**config.mk**
```make
export PLATFORM = sky130hd
export DESIGN_NAME = lp_seq
export DESIGN_NICKNAME = d
export VERILOG_FILES = /design/src/rtl/lp_seq_pkg.sv /design/src/rtl/lp_emr_track.sv /design/src/rtl/lp_exit_timer.sv /design/src/rtl/lp_seq.sv
export SDC_FILE = /design/constraint.sdc
export NUM_CORES = 1
export LEC_CHECK = 0
export CORE_MARGIN = 10
export CORE_UTILIZATION = 60
export CTS_BUF_LIST = sky130_fd_sc_hd__clkbuf_8
export DETAILED_ROUTE_END_ITERATION = 6
export DONT_BUFFER_PORTS = 1
export MAX_ROUTING_LAYER = met4
export PLACE_DENSITY_LB_ADDON = 0.08
export REMOVE_ABC_BUFFERS = 1
export SLEW_MARGIN = 20
export SYNTH_ARGS = -nofsm -noshare
export SYNTH_HDL_FRONTEND = slang
export SYNTH_HIERARCHICAL = 1
export SYNTH_SLANG_ARGS = --single-unit
```
**constraint.sdc**
```tcl
create_clock -name clk -period 2.75 [get_ports clk]
set_input_delay 0.6875 -clock clk [delete_from_list [all_inputs] [get_ports clk]]
set_output_delay 0.6875 -clock clk [all_outputs]
set_load 0.01 [all_outputs]
```
**src/rtl/lp_seq_pkg.sv**
```systemverilog
package lp_seq_pkg;

    typedef enum logic [1:0] {
        MODE_OFF  = 2'b00,
        MODE_SR   = 2'b01,
        MODE_PD   = 2'b10,
        MODE_DEEP = 2'b11
    } lp_mode_e;

    typedef enum logic [2:0] {
        CMD_NOP  = 3'd0,
        CMD_SR   = 3'd1,
        CMD_PD   = 3'd2,
        CMD_DPD  = 3'd3,
        CMD_EXIT = 3'd4,
        CMD_EMR  = 3'd5,
        CMD_REF  = 3'd6
    } dev_cmd_e;

    typedef enum logic [2:0] {
        ST_IDLE,
        ST_BUSY,
        ST_SLEEP,
        ST_WAKE,
        ST_EMR,
        ST_DEEP
    } seq_state_e;

    typedef struct packed {
        dev_cmd_e cmd;
        logic     cke;
        logic     mclk_en;
    } pin_set_t;

    localparam pin_set_t AWAKE_PINS = '{cmd: CMD_NOP, cke: 1'b1, mclk_en: 1'b1};

    // Pin pattern for entering the sleep state a policy selects.
    function automatic pin_set_t sleep_pins(lp_mode_e m, logic freeze);
        pin_set_t p;
        unique case (m)
            MODE_SR:   p = '{cmd: CMD_SR,  cke: 1'b0, mclk_en: 1'b0};
            MODE_PD:   p = '{cmd: CMD_PD,  cke: 1'b0, mclk_en: !freeze};
            MODE_DEEP: p = '{cmd: CMD_DPD, cke: 1'b0, mclk_en: !freeze};
            default:   p = AWAKE_PINS;
        endcase
        return p;
    endfunction

endpackage

```
**src/rtl/lp_emr_track.sv**
```systemverilog
module lp_emr_track #(
    parameter int PASR_W = 3
) (
    input  logic              clk,
    input  logic              rst,
    input  logic              init_done_i,
    input  logic [PASR_W-1:0] pasr_i,
    input  logic              issue_i,
    output logic              pend_o,
    output logic [PASR_W-1:0] pasr_o
);

    logic [PASR_W-1:0] shadow_q;
    logic              pend_q;
    logic              changed;

    assign changed = init_done_i && (pasr_i != shadow_q);

    always_ff @(posedge clk) begin
        if (rst) begin
            shadow_q <= '0;
            pend_q   <= 1'b0;
        end else if (changed) begin
            // A fresh selection replaces any value still waiting.
            shadow_q <= pasr_i;
            pend_q   <= 1'b1;
        end else begin
            if (!init_done_i) shadow_q <= pasr_i;
            if (issue_i)      pend_q   <= 1'b0;
        end
    end

    assign pend_o = pend_q;
    assign pasr_o = shadow_q;

endmodule

```
**src/rtl/lp_exit_timer.sv**
```systemverilog
module lp_exit_timer #(
    parameter int EXIT_CYCLES = 2
) (
    input  logic clk,
    input  logic rst,
    input  logic start_i,
    output logic last_o
);

    localparam int CW = $clog2(EXIT_CYCLES + 1);

    logic [CW-1:0] cnt_q;

    always_ff @(posedge clk) begin
        if (rst)               cnt_q <= '0;
        else if (start_i)      cnt_q <= CW'(EXIT_CYCLES);
        else if (cnt_q != '0)  cnt_q <= cnt_q - CW'(1);
    end

    assign last_o = (cnt_q == CW'(1));

endmodule

```
**src/rtl/lp_seq.sv**
```systemverilog
module lp_seq
    import lp_seq_pkg::*;
#(
    parameter int EXIT_CYCLES = 2,
    parameter int PASR_W      = 3,
    parameter int TCR_W       = 2
) (
    input  logic                    clk,
    input  logic                    rst,
    input  logic                    init_done_i,
    input  logic [1:0]              mode_i,
    input  logic                    clk_freeze_i,
    input  logic [PASR_W-1:0]       pasr_i,
    input  logic [TCR_W-1:0]        tcr_i,
    input  logic                    upd_sel_i,
    input  logic                    req_i,
    input  logic                    done_i,
    input  logic                    ref_tick_i,
    output logic [2:0]              cmd_o,
    output logic                    cke_o,
    output logic                    mclk_en_o,
    output logic                    grant_o,
    output logic                    reinit_o,
    output logic [PASR_W+TCR_W-1:0] emr_val_o
);

    localparam int EMR_W = PASR_W + TCR_W;

    seq_state_e        state_q, nxt_state;
    lp_mode_e          mode_q;
    pin_set_t          pins_q, nxt_pins;
    logic              grant_q, nxt_grant;
    logic              reinit_q, nxt_reinit;
    logic [EMR_W-1:0]  emr_q;
    logic              emr_issue, emr_pend, tmr_start, tmr_last;
    logic [PASR_W-1:0] pasr_shd;

    lp_emr_track #(.PASR_W(PASR_W)) u_emr (
        .clk        (clk),
        .rst        (rst),
        .init_done_i(init_done_i),
        .pasr_i     (pasr_i),
        .issue_i    (emr_issue),
        .pend_o     (emr_pend),
        .pasr_o     (pasr_shd)
    );

    lp_exit_timer #(.EXIT_CYCLES(EXIT_CYCLES)) u_tmr (
        .clk    (clk),
        .rst    (rst),
        .start_i(tmr_start),
        .last_o (tmr_last)
    );

    always_comb begin
        nxt_state  = state_q;
        nxt_pins   = pins_q;
        nxt_pins.cmd = CMD_NOP;
        nxt_grant  = 1'b0;
        nxt_reinit = reinit_q;
        emr_issue  = 1'b0;
        tmr_start  = 1'b0;
        unique case (state_q)
            ST_IDLE: begin
                if (mode_q == MODE_DEEP) begin
                    nxt_pins   = sleep_pins(mode_q, clk_freeze_i);
                    nxt_reinit = 1'b1;
                    nxt_state  = ST_DEEP;
                end else if (ref_tick_i) begin
                    nxt_pins.cmd = CMD_REF;
                    if (upd_sel_i && emr_pend && req_i) nxt_state = ST_EMR;
                end else if (req_i) begin
                    nxt_grant = 1'b1;
                    nxt_state = ST_BUSY;
                end else if (mode_q == MODE_SR && emr_pend && !upd_sel_i) begin
                    nxt_pins.cmd = CMD_EMR;
                    emr_issue    = 1'b1;
                end else if (mode_q != MODE_OFF) begin
                    nxt_pins  = sleep_pins(mode_q, clk_freeze_i);
                    nxt_state = ST_SLEEP;
                end
            end
            ST_BUSY: begin
                if (done_i) nxt_state = ST_IDLE;
            end
            ST_SLEEP: begin
                if (req_i) begin
                    nxt_pins     = AWAKE_PINS;
                    nxt_pins.cmd = CMD_EXIT;
                    tmr_start    = 1'b1;
                    nxt_state    = ST_WAKE;
                end
            end
            ST_WAKE: begin
                if (tmr_last) begin
                    nxt_grant = 1'b1;
                    nxt_state = ST_BUSY;
                end
            end
            ST_EMR: begin
                nxt_pins.cmd = CMD_EMR;
                emr_issue    = 1'b1;
                nxt_state    = ST_IDLE;
            end
            ST_DEEP: begin
                nxt_state = ST_DEEP;
            end
            default: nxt_state = ST_IDLE;
        endcase
    end

    always_ff @(posedge clk) begin
        if (rst) begin
            state_q  <= ST_IDLE;
            mode_q   <= MODE_OFF;
            pins_q   <= AWAKE_PINS;
            grant_q  <= 1'b0;
            reinit_q <= 1'b0;
            emr_q    <= '0;
        end else begin
            state_q  <= nxt_state;
            pins_q   <= nxt_pins;
            grant_q  <= nxt_grant;
            reinit_q <= nxt_reinit;
            // Policy is frozen while the device sleeps.
            if (state_q != ST_SLEEP && state_q != ST_DEEP) mode_q <= lp_mode_e'(mode_i);
            if (emr_issue) emr_q <= {tcr_i, pasr_shd};
        end
    end

    assign cmd_o     = pins_q.cmd;
    assign cke_o     = pins_q.cke;
    assign mclk_en_o = pins_q.mclk_en;
    assign grant_o   = grant_q;
    assign reinit_o  = reinit_q;
    assign emr_val_o = emr_q;

endmodule

```
==> results.tsv <==
stage	metric	value	unit
power_and_ir_drop	clock power share	26.9	%
sta	Final period util	57.2	%
clock_network	clk buf depth	2	
yosys	cell count after synthesis	131	
yosys	main area contributors after synthesis	dfxtp_1 40%, mux2i_1 6.1%, nor2b_1 4.4%, nand2_1 4.3%, a21oi_1 2.6%	
sta	final setup margin	1.18	ns
sta	fin. max-slew vios	0	
route	Routed Antenna Nets	0	
route	Post-route DRC	0	
power_and_ir_drop	Peak VDD IR	0.430	mV
finish	fillcell total	157	
finish	share of cells above drive strength 1	6.40	%
power_and_ir_drop	Sw Share	28.4	%
power_and_ir_drop	pwr/cell area	621	mW/mm²
place	Port Buffers	0	
power_and_ir_drop	Seq pwr share	55.8	%
yosys	flops & latches, synth	23	
route	initial DRC count	64	
route	Via density	6.21	
route	DR pass1 iterations	7	
clock_network	Reg clk slew, reported paths	0.07	ns
clock_network	CTS root buffer	clkbuf_8	
sta	min Tclk post-route	1.57	ns
floorplanning	Initial Util	65.0	%
yosys	area leader, netlist	dfxtp_1	
finish	ANT cells	0	
finish	Total Nets Final	141	
clock_network	clock sinks	23	
route	drt wl/cell	16.4	µm
power_and_ir_drop	combinational share of power	17.4	%
yosys	Async SR Flop Fraction	0	%
yosys	ys flop type	dfxtp_1	
yosys	Post-synth EDFFs	0	
yosys	mapped cell area	0.00115	mm²
route	WL final	2470	µm
sta	Final Hold Fails	0	
finish	register area	460	µm²
grt	Total GRT Usage	12.6	%
critical_path	Setup Crit Path Kind	flop to flop	
sta	setup TNS	0	ns
clock_network	CTS buffer count	3	
sta	# setup viols final	0	
clock_network	H-tree levels	1	
finish	Multi-input gate area	609	µm²
finish	Syn-to-layout area delta	2.51	%
clock_network	# hold bufs at CTS	0	
grt	first-pass GRT wire length	4080	µm
clock_network	CTS tree	done	
floorplanning	Core Rows	15	
grt	vias in the first global route	886	
power_and_ir_drop	P_sw	208	µW
clock_network	post-cts resize count	0	
yosys	Synth top area share	40.1	%
clock_network	clk_lat worst skew	0.26	ns
sta	RSZ-0062 raised after global routing	no	
critical_path	worst path arrival time	1.72	ns
status	status	complete, no violations	
yosys	synthesized area per cell	8.76	µm²
floorplanning	die boundary height	63.7	µm
grt	initial antenna violation count	0	
floorplanning	Die X	63.7	µm
critical_path	crit-path max FO	20	
grt	largest net degree at the start of global routing	21	
flow_run	max-cap violation count	0	
sta	Worst Max-Slew Pin Slew	0.643	ns
floorplanning	Die Area	0.00406	mm²
yosys	Netlist cell types	42	
yosys	register area share after synthesis	40.1	%
power_and_ir_drop	P_int	523	µW
route	routed vias	932	
critical_path	Worst Setup End Kind	flop	
grt	gr ovfl total	0	
power_and_ir_drop	P_leak	0.442	nW
place	dpl ws	0.961	ns
floorplanning	I/O Pins	27	
sta	clock skew	0.00277	ns
sta	slew margin rel.	57.1	%
critical_path	startpoint types	flop	
sta	Max Clock Freq	636	MHz
yosys	warnings from Yosys	6	
clock_network	Post-CTS Setup Bufs	0	
place	RePlAce Congestion	0.823	
critical_path	Worst EP required	2.89	ns
floorplanning	core area	0.00176	mm²
place	post-DP HPWL	1810	µm
min_path	Hold WC Path Type	flop to flop	
## through the flow
| step | util [%] | cells | instance area [µm²] | total power, mW | hold WS [ns] |
|---|---|---|---|---|---|
| after floorplan | - | 121 | 1100 | 0.511 | 0.426 |
| after global placement | 64.1 | 146 | 1130 | 0.536 | 0.438 |
| after detailed placement | 64.1 | 146 | 1130 | 0.539 | 0.453 |
| after CTS | 66.7 | 150 | 1180 | 0.739 | 0.466 |
| after global routing | 66.7 | 150 | 1180 | 0.774 | 0.478 |
| final | 66.7 | 150 | 1180 | 0.730 | 0.463 |
## final timing paths
| check | from | endpoint | slack, ns | cells past startpoint |
|---|---|---|---|---|
| worst min-delay path | u_tmr/cnt_q[0]$_SDFFE_PP0P_ | u_tmr/cnt_q[0]$_SDFFE_PP0P_ | 0.46 | 1 |
| worst max-delay path | state_q[1]$_SDFFE_PP0P_ | state_q[0]$_SDFFE_PP0P_ | 1.18 | 4 |
| worst max register to register | state_q[1]$_SDFFE_PP0P_ | state_q[0]$_SDFFE_PP0P_ | 1.18 | 4 |
| worst min register to register | u_tmr/cnt_q[0]$_SDFFE_PP0P_ | u_tmr/cnt_q[0]$_SDFFE_PP0P_ | 0.46 | 1 |
## Yosys cell counts (3+ instances only)
library cell  number
nor2_1             6
xor2_1             3
or2_1              3
nand2_1           13
clkbuf_1           4
buf_2              5
mux2i_1            7
o21ai_0            4
a211oi_1           3
a21oi_1            6
inv_1              8
nor2b_1            8
dfxtp_1           23
## final cells by class
class                   instances  share of cell area, %
clock buffers                   3                   3.51
clock inverters                 1                  0.319
inverters                       8                   2.55
multi-input cells              90                   51.8
flip-flops and latches         23                   39.1
well taps                      25                   2.66
## state kept, by name, summed over array words and instances (netlist names)
register	cells
u_tmr/cnt_q	2
mode_q	2
cmd_o	3
emr_val_o	5
state_q	3
u_emr/pend_o	1
grant_o	1
mclk_en_o	1
u_emr/pasr_o	3
cke_o	1
reinit_o	1
## placed cells by master (no fill, tap or decap), types with 2 or more instances in the layout
cell type,instances
and2_1,2
nor2_2,2
or2_1,3
xor2_1,3
nand2_1,13
o21ai_0,4
clkbuf_8,3
a222oi_1,2
dfxtp_1,23
a31oi_1,2
o31ai_1,2
o31a_1,2
nor2_1,6
inv_1,9
nand2b_1,2
nor2b_1,8
a2111oi_0,2
a21oi_1,6
a211oi_1,3
mux2i_1,7
a22o_1,2
## logic make-up (layout without fill, tap and decap cells)
family	count (synthesis)	count (layout)	synth area share (%)
AO/OA/AOI/OAI	36	36	23.9
AND/OR/NAND/NOR	44	44	20.8
buffers and inverters	18	12	6.76
flip-flops	23	23	40.1
multiplexers	7	7	6.11
XOR/XNOR	3	3	2.29
## worst max-delay path, stage by stage, from the launching register on
cell	delay, ns
dfxtp_1	0.74
nor2b_1	0.34
a22oi_2	0.15
o211ai_1	0.12
a31oi_1	0.11
## power by group through the flow
stage	registers [mW]	logic (mW)	clock network (mW)
floorplan	0.404	0.106	0
global placement	0.415	0.121	0
detailed placement	0.415	0.124	0
CTS	0.407	0.126	0.206
global route	0.414	0.143	0.216
finish	0.407	0.127	0.196
## per-layer routing
metal | part of all wire, % | GRT usage, % | up-vias
met4 | 1.4 | 6.56 | 0
met2 | 43 | 17.3 | 52
met1 | 43 | 15.4 | 415
met3 | 13 | 5.05 | 6
li1 | - | - | 459
met5 | 0 | - | -
Power figures use the tool's default switching activity.
